--- src/rtl/ide_dec_pkg.sv ---
package ide_dec_pkg;
  localparam int NCHAN        = 2;
  localparam int REG_IDX_W    = 3;
  localparam int CTRL_REG_NUM = 6;
  localparam int ID_W         = 4;
  localparam int ID_IDX_W     = 2;

  // Strobes from the address decoder to the datapath.
  typedef struct packed {
    logic [NCHAN-1:0]     taskHit;
    logic [NCHAN-1:0]     ctrlHit;
    logic [NCHAN-1:0]     irqCtlHit;
    logic [NCHAN-1:0]     irqStatHit;
    logic                 identHit;
    logic [ID_IDX_W-1:0]  identIdx;
    logic                 selHit;
    logic [REG_IDX_W-1:0] regNum;
  } decStrobeT;
endpackage

--- src/rtl/ide_dec_ctrl.sv ---
module ide_dec_ctrl
  import ide_dec_pkg::*;
#(
  parameter int ADDR_W       = 14,
  parameter int REG_SHIFT    = 6,
  parameter int CHAN_BASE    = 'h2000,
  parameter int CHAN_PITCH   = 'h1000,
  parameter int CTRL_OFS     = 'h380,
  parameter int IRQCTL_OFS   = 'h200,
  parameter int IRQSTAT_OFS  = 'h290,
  parameter int IDENT_BASE   = 'h2280,
  parameter int IDENT_STRIDE = 4,
  parameter int SEL_ADDR     = 0
) (
  input  logic [ADDR_W-1:0] hostAddr,
  input  logic              hostRd,
  input  logic              hostWr,
  input  logic              extEnable,
  output decStrobeT         strb
);
  localparam int REG_COUNT = 1 << REG_IDX_W;
  localparam int TASK_SPAN = REG_COUNT << REG_SHIFT;

  logic access;
  logic openAccess;
  logic [REG_IDX_W-1:0] regIdx [NCHAN];
  logic [NCHAN-1:0] taskHitV, ctrlHitV, irqCtlHitV, irqStatHitV;

  assign access     = hostRd | hostWr;
  assign openAccess = access & extEnable;

  for (genvar ch = 0; ch < NCHAN; ch++) begin : g_chan
    localparam logic [ADDR_W-1:0] BASE  = ADDR_W'(CHAN_BASE + ch * CHAN_PITCH);
    localparam logic [ADDR_W-1:0] CTRLA = ADDR_W'(CHAN_BASE + ch * CHAN_PITCH + CTRL_OFS);
    localparam logic [ADDR_W-1:0] ICTLA = ADDR_W'(CHAN_BASE + ch * CHAN_PITCH + IRQCTL_OFS);
    localparam logic [ADDR_W-1:0] ISTA  = ADDR_W'(CHAN_BASE + ch * CHAN_PITCH + IRQSTAT_OFS);
    logic [ADDR_W-1:0] offs;
    logic inTask;
    assign offs   = hostAddr - BASE;
    assign inTask = (hostAddr >= BASE) && (offs < ADDR_W'(TASK_SPAN))
                    && (offs[REG_SHIFT-1:0] == '0);
    assign regIdx[ch]      = offs[REG_SHIFT +: REG_IDX_W];
    assign taskHitV[ch]    = openAccess && inTask;
    assign ctrlHitV[ch]    = openAccess && (hostAddr == CTRLA);
    assign irqCtlHitV[ch]  = openAccess && (hostAddr == ICTLA);
    assign irqStatHitV[ch] = hostRd && extEnable && (hostAddr == ISTA);
  end

  always_comb begin
    strb            = '0;
    strb.taskHit    = taskHitV;
    strb.ctrlHit    = ctrlHitV;
    strb.irqCtlHit  = irqCtlHitV;
    strb.irqStatHit = irqStatHitV;
    strb.selHit     = hostWr && (hostAddr == ADDR_W'(SEL_ADDR));
    for (int ch = 0; ch < NCHAN; ch++) begin
      if (taskHitV[ch]) strb.regNum = regIdx[ch];
      if (ctrlHitV[ch]) strb.regNum = REG_IDX_W'(CTRL_REG_NUM);
    end
    for (int k = 0; k < ID_W; k++) begin
      if (hostRd && (hostAddr == ADDR_W'(IDENT_BASE + k * IDENT_STRIDE))) begin
        strb.identHit = 1'b1;
        strb.identIdx = ID_IDX_W'(k);
      end
    end
  end
endmodule

--- src/rtl/ide_dec_dp.sv ---
module ide_dec_dp
  import ide_dec_pkg::*;
#(
  parameter int DATA_W  = 8,
  parameter int EXT_BIT = 5,
  parameter int DMA_BIT = 0
) (
  input  logic                       clk,
  input  logic                       rstN,
  input  decStrobeT                  strb,
  input  logic [DATA_W-1:0]          hostWrData,
  input  logic                       hostRd,
  input  logic                       hostWr,
  input  logic [ID_W-1:0]            boardId,
  input  logic [DATA_W-1:0]          ideRdData,
  input  logic [NCHAN-1:0]           irqPending,
  output logic [DATA_W-1:0]          hostRdData,
  output logic [NCHAN-1:0]           taskSel,
  output logic [NCHAN-1:0]           ctrlSel,
  output logic [NCHAN*REG_IDX_W-1:0] ideRegAddr,
  output logic                       ideRd,
  output logic                       ideWr,
  output logic [NCHAN-1:0]           irqCtrlWr,
  output logic [NCHAN-1:0]           irqCtrlRd,
  output logic                       extEnable,
  output logic                       dmaChan
);
  logic [DATA_W-1:0] selReg;
  logic anySel;

  always_ff @(posedge clk or negedge rstN) begin
    if (!rstN)            selReg <= '0;
    else if (strb.selHit) selReg <= hostWrData;
  end

  assign extEnable = selReg[EXT_BIT];
  assign dmaChan   = selReg[DMA_BIT];

  assign taskSel   = strb.taskHit;
  assign ctrlSel   = strb.ctrlHit;
  assign anySel    = |{strb.taskHit, strb.ctrlHit};
  assign ideRd     = hostRd & anySel;
  assign ideWr     = hostWr & anySel;
  assign irqCtrlWr = strb.irqCtlHit & {NCHAN{hostWr}};
  assign irqCtrlRd = strb.irqCtlHit & {NCHAN{hostRd}};

  for (genvar ch = 0; ch < NCHAN; ch++) begin : g_ra
    assign ideRegAddr[ch*REG_IDX_W +: REG_IDX_W] =
      (strb.taskHit[ch] | strb.ctrlHit[ch]) ? strb.regNum : '0;
  end

  always_comb begin
    hostRdData = '1;
    if (anySel) hostRdData = ideRdData;
    for (int ch = 0; ch < NCHAN; ch++)
      if (strb.irqStatHit[ch]) hostRdData = DATA_W'(irqPending[ch]);
    if (strb.identHit) hostRdData = DATA_W'(boardId[strb.identIdx]);
  end
endmodule

--- src/rtl/ide_card_decoder.sv ---
module ide_card_decoder
  import ide_dec_pkg::*;
#(
  parameter int ADDR_W     = 14,
  parameter int DATA_W     = 8,
  parameter int REG_SHIFT  = 6,
  parameter int CHAN_BASE  = 'h2000,
  parameter int CHAN_PITCH = 'h1000
) (
  input  logic              clk,
  input  logic              rstN,
  input  logic [ADDR_W-1:0] hostAddr,
  input  logic [DATA_W-1:0] hostWrData,
  input  logic              hostRd,
  input  logic              hostWr,
  output logic [DATA_W-1:0] hostRdData,
  input  logic [3:0]        boardId,
  input  logic [DATA_W-1:0] ideRdData,
  input  logic [1:0]        irqPending,
  output logic [1:0]        taskSel,
  output logic [1:0]        ctrlSel,
  output logic [5:0]        ideRegAddr,
  output logic              ideRd,
  output logic              ideWr,
  output logic [1:0]        irqCtrlWr,
  output logic [1:0]        irqCtrlRd,
  output logic              extEnable,
  output logic              dmaChan
);
  decStrobeT strb;

  ide_dec_ctrl #(
    .ADDR_W(ADDR_W), .REG_SHIFT(REG_SHIFT),
    .CHAN_BASE(CHAN_BASE), .CHAN_PITCH(CHAN_PITCH)
  ) ctrl_i (
    .hostAddr(hostAddr), .hostRd(hostRd), .hostWr(hostWr),
    .extEnable(extEnable), .strb(strb)
  );

  ide_dec_dp #(.DATA_W(DATA_W)) dp_i (
    .clk(clk), .rstN(rstN), .strb(strb), .hostWrData(hostWrData),
    .hostRd(hostRd), .hostWr(hostWr), .boardId(boardId),
    .ideRdData(ideRdData), .irqPending(irqPending),
    .hostRdData(hostRdData), .taskSel(taskSel), .ctrlSel(ctrlSel),
    .ideRegAddr(ideRegAddr), .ideRd(ideRd), .ideWr(ideWr),
    .irqCtrlWr(irqCtrlWr), .irqCtrlRd(irqCtrlRd),
    .extEnable(extEnable), .dmaChan(dmaChan)
  );
endmodule

--- config.mk ---
export PLATFORM = sky130hd
export DESIGN_NAME = ide_card_decoder
export DESIGN_NICKNAME = d
export VERILOG_FILES = /design/src/rtl/ide_dec_pkg.sv /design/src/rtl/ide_dec_ctrl.sv /design/src/rtl/ide_dec_dp.sv /design/src/rtl/ide_card_decoder.sv
export SDC_FILE = /design/constraint.sdc
export NUM_CORES = 1
export LEC_CHECK = 0
export ABC_CLOCK_PERIOD_IN_PS = 2300
export BUFFER_PORTS_ARGS = -buffer_cell sky130_fd_sc_hd__buf_2
export CAP_MARGIN = 40
export CORE_ASPECT_RATIO = 1.2
export CORE_MARGIN = 2
export CORE_UTILIZATION = 29
export DETAILED_ROUTE_END_ITERATION = 7
export PLACE_DENSITY = 0.75
export REMOVE_ABC_BUFFERS = 1
export SYNTH_ARGS = -nofsm -noshare
export SYNTH_HDL_FRONTEND = slang
export SYNTH_SLANG_ARGS = --single-unit
export TNS_END_PERCENT = 100
--- constraint.sdc ---
create_clock -name clk -period 2.3 [get_ports clk]
set_input_delay 0.46 -clock clk [delete_from_list [all_inputs] [get_ports clk]]
set_output_delay 0.46 -clock clk [all_outputs]
set_load 0.05 [all_outputs]
Yosys cells after proc, flatten, opt, wreduce, memory -nomap -nowiden
Index checks and enable logic that the tools add are counted.

word-level totals
  flip-flop bits (word level) = 6
  latch bits = 0
  memory bits (writable) = 0
  ROM bits = 0
  input bits = 40
  output and inout bits = 26
  logic and storage cells = 64
  memories = 0

cells by class
  add/subtract/negate cells = 2
  multiply operators = 0
  divide/modulo/power cells = 0
  $lt $le $gt $ge = 5
  equal/unequal tests = 10
  shift operators = 0
  multiplexer cells = 16
  bitwise logic cells = 8
  reduce and logical (&&, ||, !) cells = 22

operators with widths
  kind                    number
  $eq 14x14->1 const B    10
  $mux 8                  4
  $mux 3                  10
  $ge 14x14->1 const B    2
  $lt 14x10->1 const B    2
  $sub 14x14->14 const B  2
  $logic_and 1x1->1       18
  $logic_not 14->1        1
  $logic_not 6->1         2
  $and 2x2->2             2
  $reduce_or 4->1         1
  $and 1x1->1             3
  $lt 2x3->1 const B      1
  $or 1x1->1              3
  $bmux 1 s2              1
  $mux 1                  1

Longest topological paths before layout
Gate-level depths: netlist of run 1.

  depth after elaboration = 10
  gate-level depth with buffers = 4

Cells and area by module
Synthesis of run 1 repeated with hierarchy kept, for this count alone.

unflattened totals
  cell total of the unflattened synthesis = 81
  area, all modules = 630.6 sq um

by module, submodules not included
  module        times used  cells an instance  area an instance (sq um)
  ide_dec_dp    1           40                 341.6
  ide_dec_ctrl  1           41                 289.0

Least setup slack after synthesis of run 1
Ideal clock, no wire load.

  path type = input port to output port
  start point = input port hostAddr[11]
  end point = output port ideRegAddr[1]
  data arrival time = 2.377 ns
  data required time = 1.840 ns
  slack = -0.537 ns
  stages on the path = 4
  path through = or4_4 -> or4_4 -> a21boi_1 -> nor2_1

on the way
  cells in the longest elaborated chain, start to end = 10
  elaborated cells between the ends (all ways) = 22
  those cells by class = add/sub (2); order compare (4); eq/ne (2); mux (5); bitwise (1); reduce/logical (8)

ends and longest elaborated chain
  element            line                    source
  from (decl)        ide_card_decoder.sv:12  input logic [ADDR_W-1:0] hostAddr,
  $sub 14x14->14     ide_dec_ctrl.sv:39      assign offs = hostAddr - BASE;
  $lt 14x10->1       ide_dec_ctrl.sv:40      assign inTask = (hostAddr >= BASE) && (offs < ADDR_W'(TASK_SPAN))
  $logic_and 1x1->1  ide_dec_ctrl.sv:40
  $logic_and 1x1->1  ide_dec_ctrl.sv:41      && (offs[REG_SHIFT-1:0] == '0);
  $logic_and 1x1->1  ide_dec_ctrl.sv:43      assign taskHitV[ch] = openAccess && inTask;
  $mux 3             ide_dec_ctrl.sv:57      if (taskHitV[ch]) strb.regNum = regIdx[ch];
  $mux 3             ide_dec_ctrl.sv:58      if (ctrlHitV[ch]) strb.regNum = REG_IDX_W'(CTRL_REG_NUM);
  $mux 3             ide_dec_ctrl.sv:57
  $mux 3             ide_dec_ctrl.sv:58
  $mux 3 *           ide_dec_dp.sv:49        (strb.taskHit[ch] | strb.ctrlHit[ch]) ? strb.regNum : '0;
  to (decl)          ide_card_decoder.sv:22  output logic [5:0] ideRegAddr,

Every way passes the cells marked *; elsewhere a longest branch is shown, timed or not.

Worst setup path after layout of run 1
  start point = input port hostAddr[2]
  end point = output port ideRegAddr[1]

Same word-level chain as after synthesis.

==> results of run 1 <==
## worst max-delay path, cell delays in order
cell,delay (ps)
buf_6,90
or4_4,550
or4_4,560
a21boi_4,170
nor2_2,120
buf_6,170
## logic make-up (layout without fill, tap and decap cells)
group | count (synthesis) | after routing | share of synthesized area [%]
mux | 3 | 3 | 8.13
buf+inv | 5 | 87 | 6.09
flops | 2 | 2 | 9.03
compound gates | 10 | 10 | 13.1
simple gates | 61 | 61 | 63.7
## placed cells by master (no fill, tap or decap), types with 2 or more instances in the layout
master and instances:
a21oi_1 3, and2_1 5, and3_1 2, and3_4 2, and4b_1 2, buf_2 34
buf_4 21, buf_6 22, buf_8 2, clkbuf_4 5, dfrtp_1 2, nand2_1 2
nand4_1 2, nor2_1 14, nor2_2 6, nor2_4 3, nor3_1 4, o211ai_1 2
or2_2 2, or4_4 4
## metal layers
layer,wire [µm],global-route usage (%)
met5,0,0
met4,58,6.57
met3,181,1.04
met2,1670,44.1
met1,954,24.6
## layout make-up
cell class | count | area [µm²]
Timing Repair Buffer | 83 | 651
Multi-Input combinational cell | 74 | 568
Fill cell | 145 | 510
Sequential cell | 2 | 50.0
Tap cell | 19 | 23.8
Clock buffer | 3 | 22.5
Inverter | 1 | 3.75
## power by group through the flow
stage,Sequential [mW],Combinational [mW],Clock [mW]
final,0.0355,0.0851,0.0816
after detailed placement,0.0359,0.0696,0
after CTS,0.0355,0.0735,0.0832
after global routing,0.0355,0.0907,0.0869
after global placement,0.0359,0.0667,0
after floorplan,0.0361,0.0148,0
## worst min path at each step
| stage | slack, ps | to | cells after the start |
|---|---|---|---|
| 6_report | 450 | dp_i.selReg[5] | 2 |
| 5_1_grt | 450 | dp_i.selReg[5] | 2 |
| 4_1_cts | 4 | dp_i.selReg[5] | 1 |
| 3_5_place_dp | 250 | dp_i.selReg[0] | 1 |
| 3_3_place_gp | 240 | dp_i.selReg[5] | 1 |
| 2_1_floorplan | 160 | dp_i.selReg[0] | 0 |
## what timing repair did
action,CTS,global route
setup endpoints to repair,20,26
buffers inserted,6,1
gates resized for setup,44,30
cloned,0,0
endpoints found under the hold margin,0,1
pin swaps,15,16
hold buffers,0,1
==> flow_metrics.py, run 1 <==
metrics = {
    "sta": {
        "post-route-min-period_ps": 2590,
        "drv_slew": 0,
        "period_share_pct": 113,
        "fin_worst_skew_ps": 0,
        "setup_violations": 20,
        "setup_ws_ps": -291,
        "worstMarginPinSlew_ps": 326,
        "hold_viol_final": 0,
        "hold-worst-slack_ps": 448,
        "max_freq_mhz": 386,
        "fin_setup_tns_ps": -4280,
        "slew_headroom_pct": 78.1,
        "rsz0062_at_grt": "yes",
    },
    "final_layout": {
        "final_cells": 182,
        "layout.nets": 205,
        "top_register": "dp_i.selReg",
        "syn_to_final_growth_pct": 138,
        "final_area_mm2": 0.00132,
        "n_antenna_cell": 0,
        "drive_gt1_share_pct": 68.7,
        "fin_util_pct": 72.1,
        "reg_top3": "dp_i.selReg x2",
        "largest_register_ffs": 2,
    },
    "setup_path": {
        "reg2reg_to": "dp_i.selReg[5]",
        "rr_worst_depth": 1,
        "r2r-start": "dp_i.selReg[5]",
        "path_class": "in -> out",
        "end_kind": "output pin",
        "critPathLaunchType": "input pin",
        "crit_end": "ideRegAddr[1]",
        "critPathRequiredTime_ps": 1840,
        "crit_start": "hostAddr[2]",
        "crit_fanout": 5,
        "reg2reg_slack_ps": 1470,
        "arrival_ps": 2130,
    },
    "grt": {
        "grt_pass1_wl_um": 3910,
        "first_global_vias": 937,
        "grt_start_max_net_pins": 8,
        "overflow": 0,
        "grt_antenna_before_repair": 0,
        "grt_usage_pct": 22.3,
    },
    "detailed_routing": {
        "wirelength_um": 2860,
        "vias": 972,
        "first_pass_iters": 4,
        "final_antenna_net_count": 0,
        "routed_via_density": 5.34,
        "dr.first_iter.drc_count": 28,
        "wire_per_inst_um": 15.7,
        "drc_errors": 0,
    },
    "synth": {
        "yosysSeqAreaShare_pct": 9.03,
        "syn_area_per_cell_um2": 6.84,
        "synthTopCellsByArea": "nor2_1 (16%), dfrtp_1 (9.0%), or4_4 (6.1%)",
        "synthArstFlopShare_pct": 100,
        "yosysTopAreaCellShare_pct": 15.6,
        "ys_ff_latch": 2,
        "syn_inst": 81,
        "yosysMostFrequentCell": "nor2_1",
        "synth-edff-count": 0,
        "yosysWarnings": 0,
        "syn_area_um2": 554,
        "yosys.cell_types.count": 31,
        "yosysTopAreaCell": "nor2_1",
        "ys.flop_type": "dfrtp_1",
        "synth_commonest_cells": "nor2_1 (23), and2_1 (5), and3_1 (4), buf_4 (4), nor3_1 (4)",
    },
    "pwr": {
        "share_seq_of_total_power_pct": 17.6,
        "power.switching_uw": 61.3,
        "fin_total_pwr_uw": 202,
        "vdd.ir_drop.worst_mv": 0.161,
        "p_leak_nw": 0.632,
        "internal-power_uw": 141,
        "power.density_cell_area_mw_per_mm2": 153,
        "swShare_pct": 30.3,
        "combPwrFrac_pct": 42.1,
        "p_clk_share_pct": 40.3,
    },
    "clock_tree": {
        "h-tree-depth": 1,
        "path_clk_slew_ps": 30,
        "cts_tree": "built",
        "cts-root-buf": "clkbuf_4",
        "clock_latency_ps": 230,
        "cts_buffers": 3,
        "clockBufferDepth": 2,
        "clkSinkCount": 2,
    },
    "floorplanning": {
        "io_pins": 66,
        "num_rows": 17,
        "initial_utilization_pct": 30.3,
        "die_w_um": 43.9,
        "die_h_um": 51.9,
        "coreArea_mm2": 0.00183,
        "die_area_mm2": 0.00228,
    },
    "placement": {
        "place_hpwl_um": 1790,
        "dp_slack_ps": -354,
        "gp_congestion": 0.826,
        "post_dp_cell_area_um2": 971,
        "dp_cells": 172,
        "port_buffers": 59,
    },
    "outcome": {
        "status": "finished with violations",
        "violations": "setup timing",
    },
    "worst_hold_path": {
        "hp-start": "hostWrData[5]",
        "min_path_type": "in -> reg",
    },
    "job": {
        "cap_viol_max_count": 0,
    },
}
(Power assumes the default switching activity.)
==> run 2: changes to the inputs <==
BUFFER_PORTS_ARGS = -buffer_cell sky130_fd_sc_hd__buf_4   (was -buffer_cell sky130_fd_sc_hd__buf_2)
CORE_MARGIN = default   (was 2)
==> flow_metrics.py, run 2 (synthesis results as in run 1) <==
metrics = {
    "sta": {
        "period_share_pct": 112,
        "rsz0062_at_grt": "yes",
        "setup_violations": 20,
        "slew_headroom_pct": 73.6,
        "setup_ws_ps": -270,
        "max_freq_mhz": 389,
        "post-route-min-period_ps": 2570,
        "fin_worst_skew_ps": 0,
        "hold_viol_final": 0,
        "drv_slew": 0,
        "worstMarginPinSlew_ps": 393,
    },
    "detailed_routing": {
        "dr.first_iter.drc_count": 30,
        "first_pass_iters": 4,
        "vias": 943,
        "wirelength_um": 2910,
        "wire_per_inst_um": 16.4,
        "routed_via_density": 5.33,
        "drc_errors": 0,
        "final_antenna_net_count": 0,
    },
    "setup_path": {
        "crit_slowest_cell": "or4_4",
        "r2r-start": "dp_i.selReg[5]",
        "end_kind": "output pin",
        "slowest_delay_ps": 540,
        "critPathRequiredTime_ps": 1840,
        "crit_buf_inv": 3,
        "cpLargestDelayFamily": "simple AND/OR/NAND/NOR gates",
        "path_class": "in -> out",
        "rr_worst_depth": 1,
        "crit_fanout": 7,
        "reg2reg_slack_ps": 1450,
        "reg2reg_to": "dp_i.selReg[5]",
        "arrival_ps": 2110,
        "crit_top_cell": "buf_6",
        "crit_chain": "buf_6, or4_4, buf_6, a2111o_1, nor2_1, nor2_1, buf_6",
        "critPathLaunchType": "input pin",
    },
    "pwr": {
        "swShare_pct": 30.4,
        "vdd.ir_drop.worst_mv": 0.180,
        "power.switching_uw": 67.7,
        "share_seq_of_total_power_pct": 16.0,
        "combPwrFrac_pct": 44.1,
        "p_clk_share_pct": 39.9,
        "p_leak_nw": 0.654,
        "internal-power_uw": 155,
        "power.density_cell_area_mw_per_mm2": 155,
    },
    "outcome": {
        "status": "finished with violations",
        "violations": "setup timing",
    },
    "final_layout": {
        "largest_register_ffs": 2,
        "fillers": 95,
        "top_register": "dp_i.selReg",
        "final_common_cell": "buf_4",
        "multi_input_area_um2": 617,
        "seq_area_um2": 50.0,
        "final_cell_mix": "buf_4 (48), buf_6 (26), nor2_1 (14)",
        "reg_top3": "dp_i.selReg x2",
        "n_antenna_cell": 0,
        "fin_util_pct": 84.6,
        "layout.nets": 201,
        "syn_to_final_growth_pct": 160,
        "drive_gt1_share_pct": 70.4,
    },
    "floorplanning": {
        "num_rows": 16,
        "die_area_mm2": 0.00209,
        "io_pins": 66,
        "initial_utilization_pct": 32.6,
        "die_h_um": 49.9,
        "coreArea_mm2": 0.00170,
        "die_w_um": 41.9,
    },
    "grt": {
        "grt_pass1_wl_um": 3910,
        "grt_usage_pct": 24.0,
        "overflow": 0,
        "grt_start_max_net_pins": 8,
        "first_global_vias": 921,
        "grt_antenna_before_repair": 0,
    },
    "worst_hold_path": {
        "hp-start": "hostWrData[5]",
        "hold_end": "dp_i.selReg[5]",
        "min_path_type": "in -> reg",
        "holdPathStages": 2,
    },
    "job": {
        "cap_viol_max_count": 0,
    },
    "placement": {
        "dp_slack_ps": -323,
        "place_hpwl_um": 1860,
        "port_buffers": 59,
        "gp_congestion": 0.852,
    },
    "clock_tree": {
        "clockBufferDepth": 2,
        "path_clk_slew_ps": 30,
        "h-tree-depth": 1,
        "clock_latency_ps": 240,
        "cts_buffers": 3,
        "cts-root-buf": "clkbuf_4",
        "cts_tree": "built",
        "clkSinkCount": 2,
    },
}
run 2: final cells by class:
| class | instances | share of cell area [%] |
|---|---|---|
| multi-input cells | 74 | 42.9 |
| clock buffers | 3 | 1.57 |
| flip-flops and latches | 2 | 3.48 |
| inverters | 1 | 0.261 |
| well taps | 18 | 1.57 |
| repair buffers | 79 | 50.3 |
run 2: timing repair:
action	in CTS	in global routing
gates resized for setup	39	31
setup endpoints to repair	20	22
cloned	0	0
buffers inserted	3	1
hold buffers	1	0
endpoints found under the hold margin	1	0
pin swaps	15	21
run 2: stage by stage:
step | setup TNS, ps | hold WS (ps) | instances | area (µm²) | power [mW]
after global placement | -3870 | 242 | 169 | 1100 | 0.118
final | -3720 | 449 | 177 | 1440 | 0.222
after detailed placement | -4300 | 246 | 169 | 1100 | 0.120
after CTS | -3610 | 451 | 176 | 1310 | 0.208
after global routing | -4680 | 470 | 177 | 1440 | 0.228
after floorplan | -4120 | 164 | 77 | 524 | 0.0509
run 2: per-layer routing:
metal  share of wire, %  global-route usage (%)  up-vias
li1                   -                       -      451
met3                5.1                    2.20       11
met4                3.4                    8.06        0
met1                 37                    26.3      430
met2                 54                    46.6       51
met5                  0                       0        -
run 2: power groups by stage:
| stage | Combinational, mW | Clock (mW) | Sequential [mW] |
|---|---|---|---|
| after floorplan | 0.0148 | 0 | 0.0361 |
| after global placement | 0.0822 | 0 | 0.0359 |
| after detailed placement | 0.0842 | 0 | 0.0359 |
| after CTS | 0.0889 | 0.0836 | 0.0355 |
| after global routing | 0.104 | 0.0889 | 0.0355 |
| final | 0.0981 | 0.0888 | 0.0355 |
run 2: how the worst max path moves through the flow:
stage | startpoint | endpoint | slack [ps] | depth (start not counted)
after floorplan | hostAddr[11] | ideRegAddr[1] | -540 | 4
after global placement | hostAddr[11] | ideRegAddr[4] | -280 | 6
after detailed placement | hostAddr[11] | ideRegAddr[1] | -320 | 6
after CTS | hostAddr[5] | ideRegAddr[1] | -230 | 6
after global routing | hostAddr[11] | hostRdData[3] | -320 | 7
final | hostAddr[11] | hostRdData[3] | -270 | 7
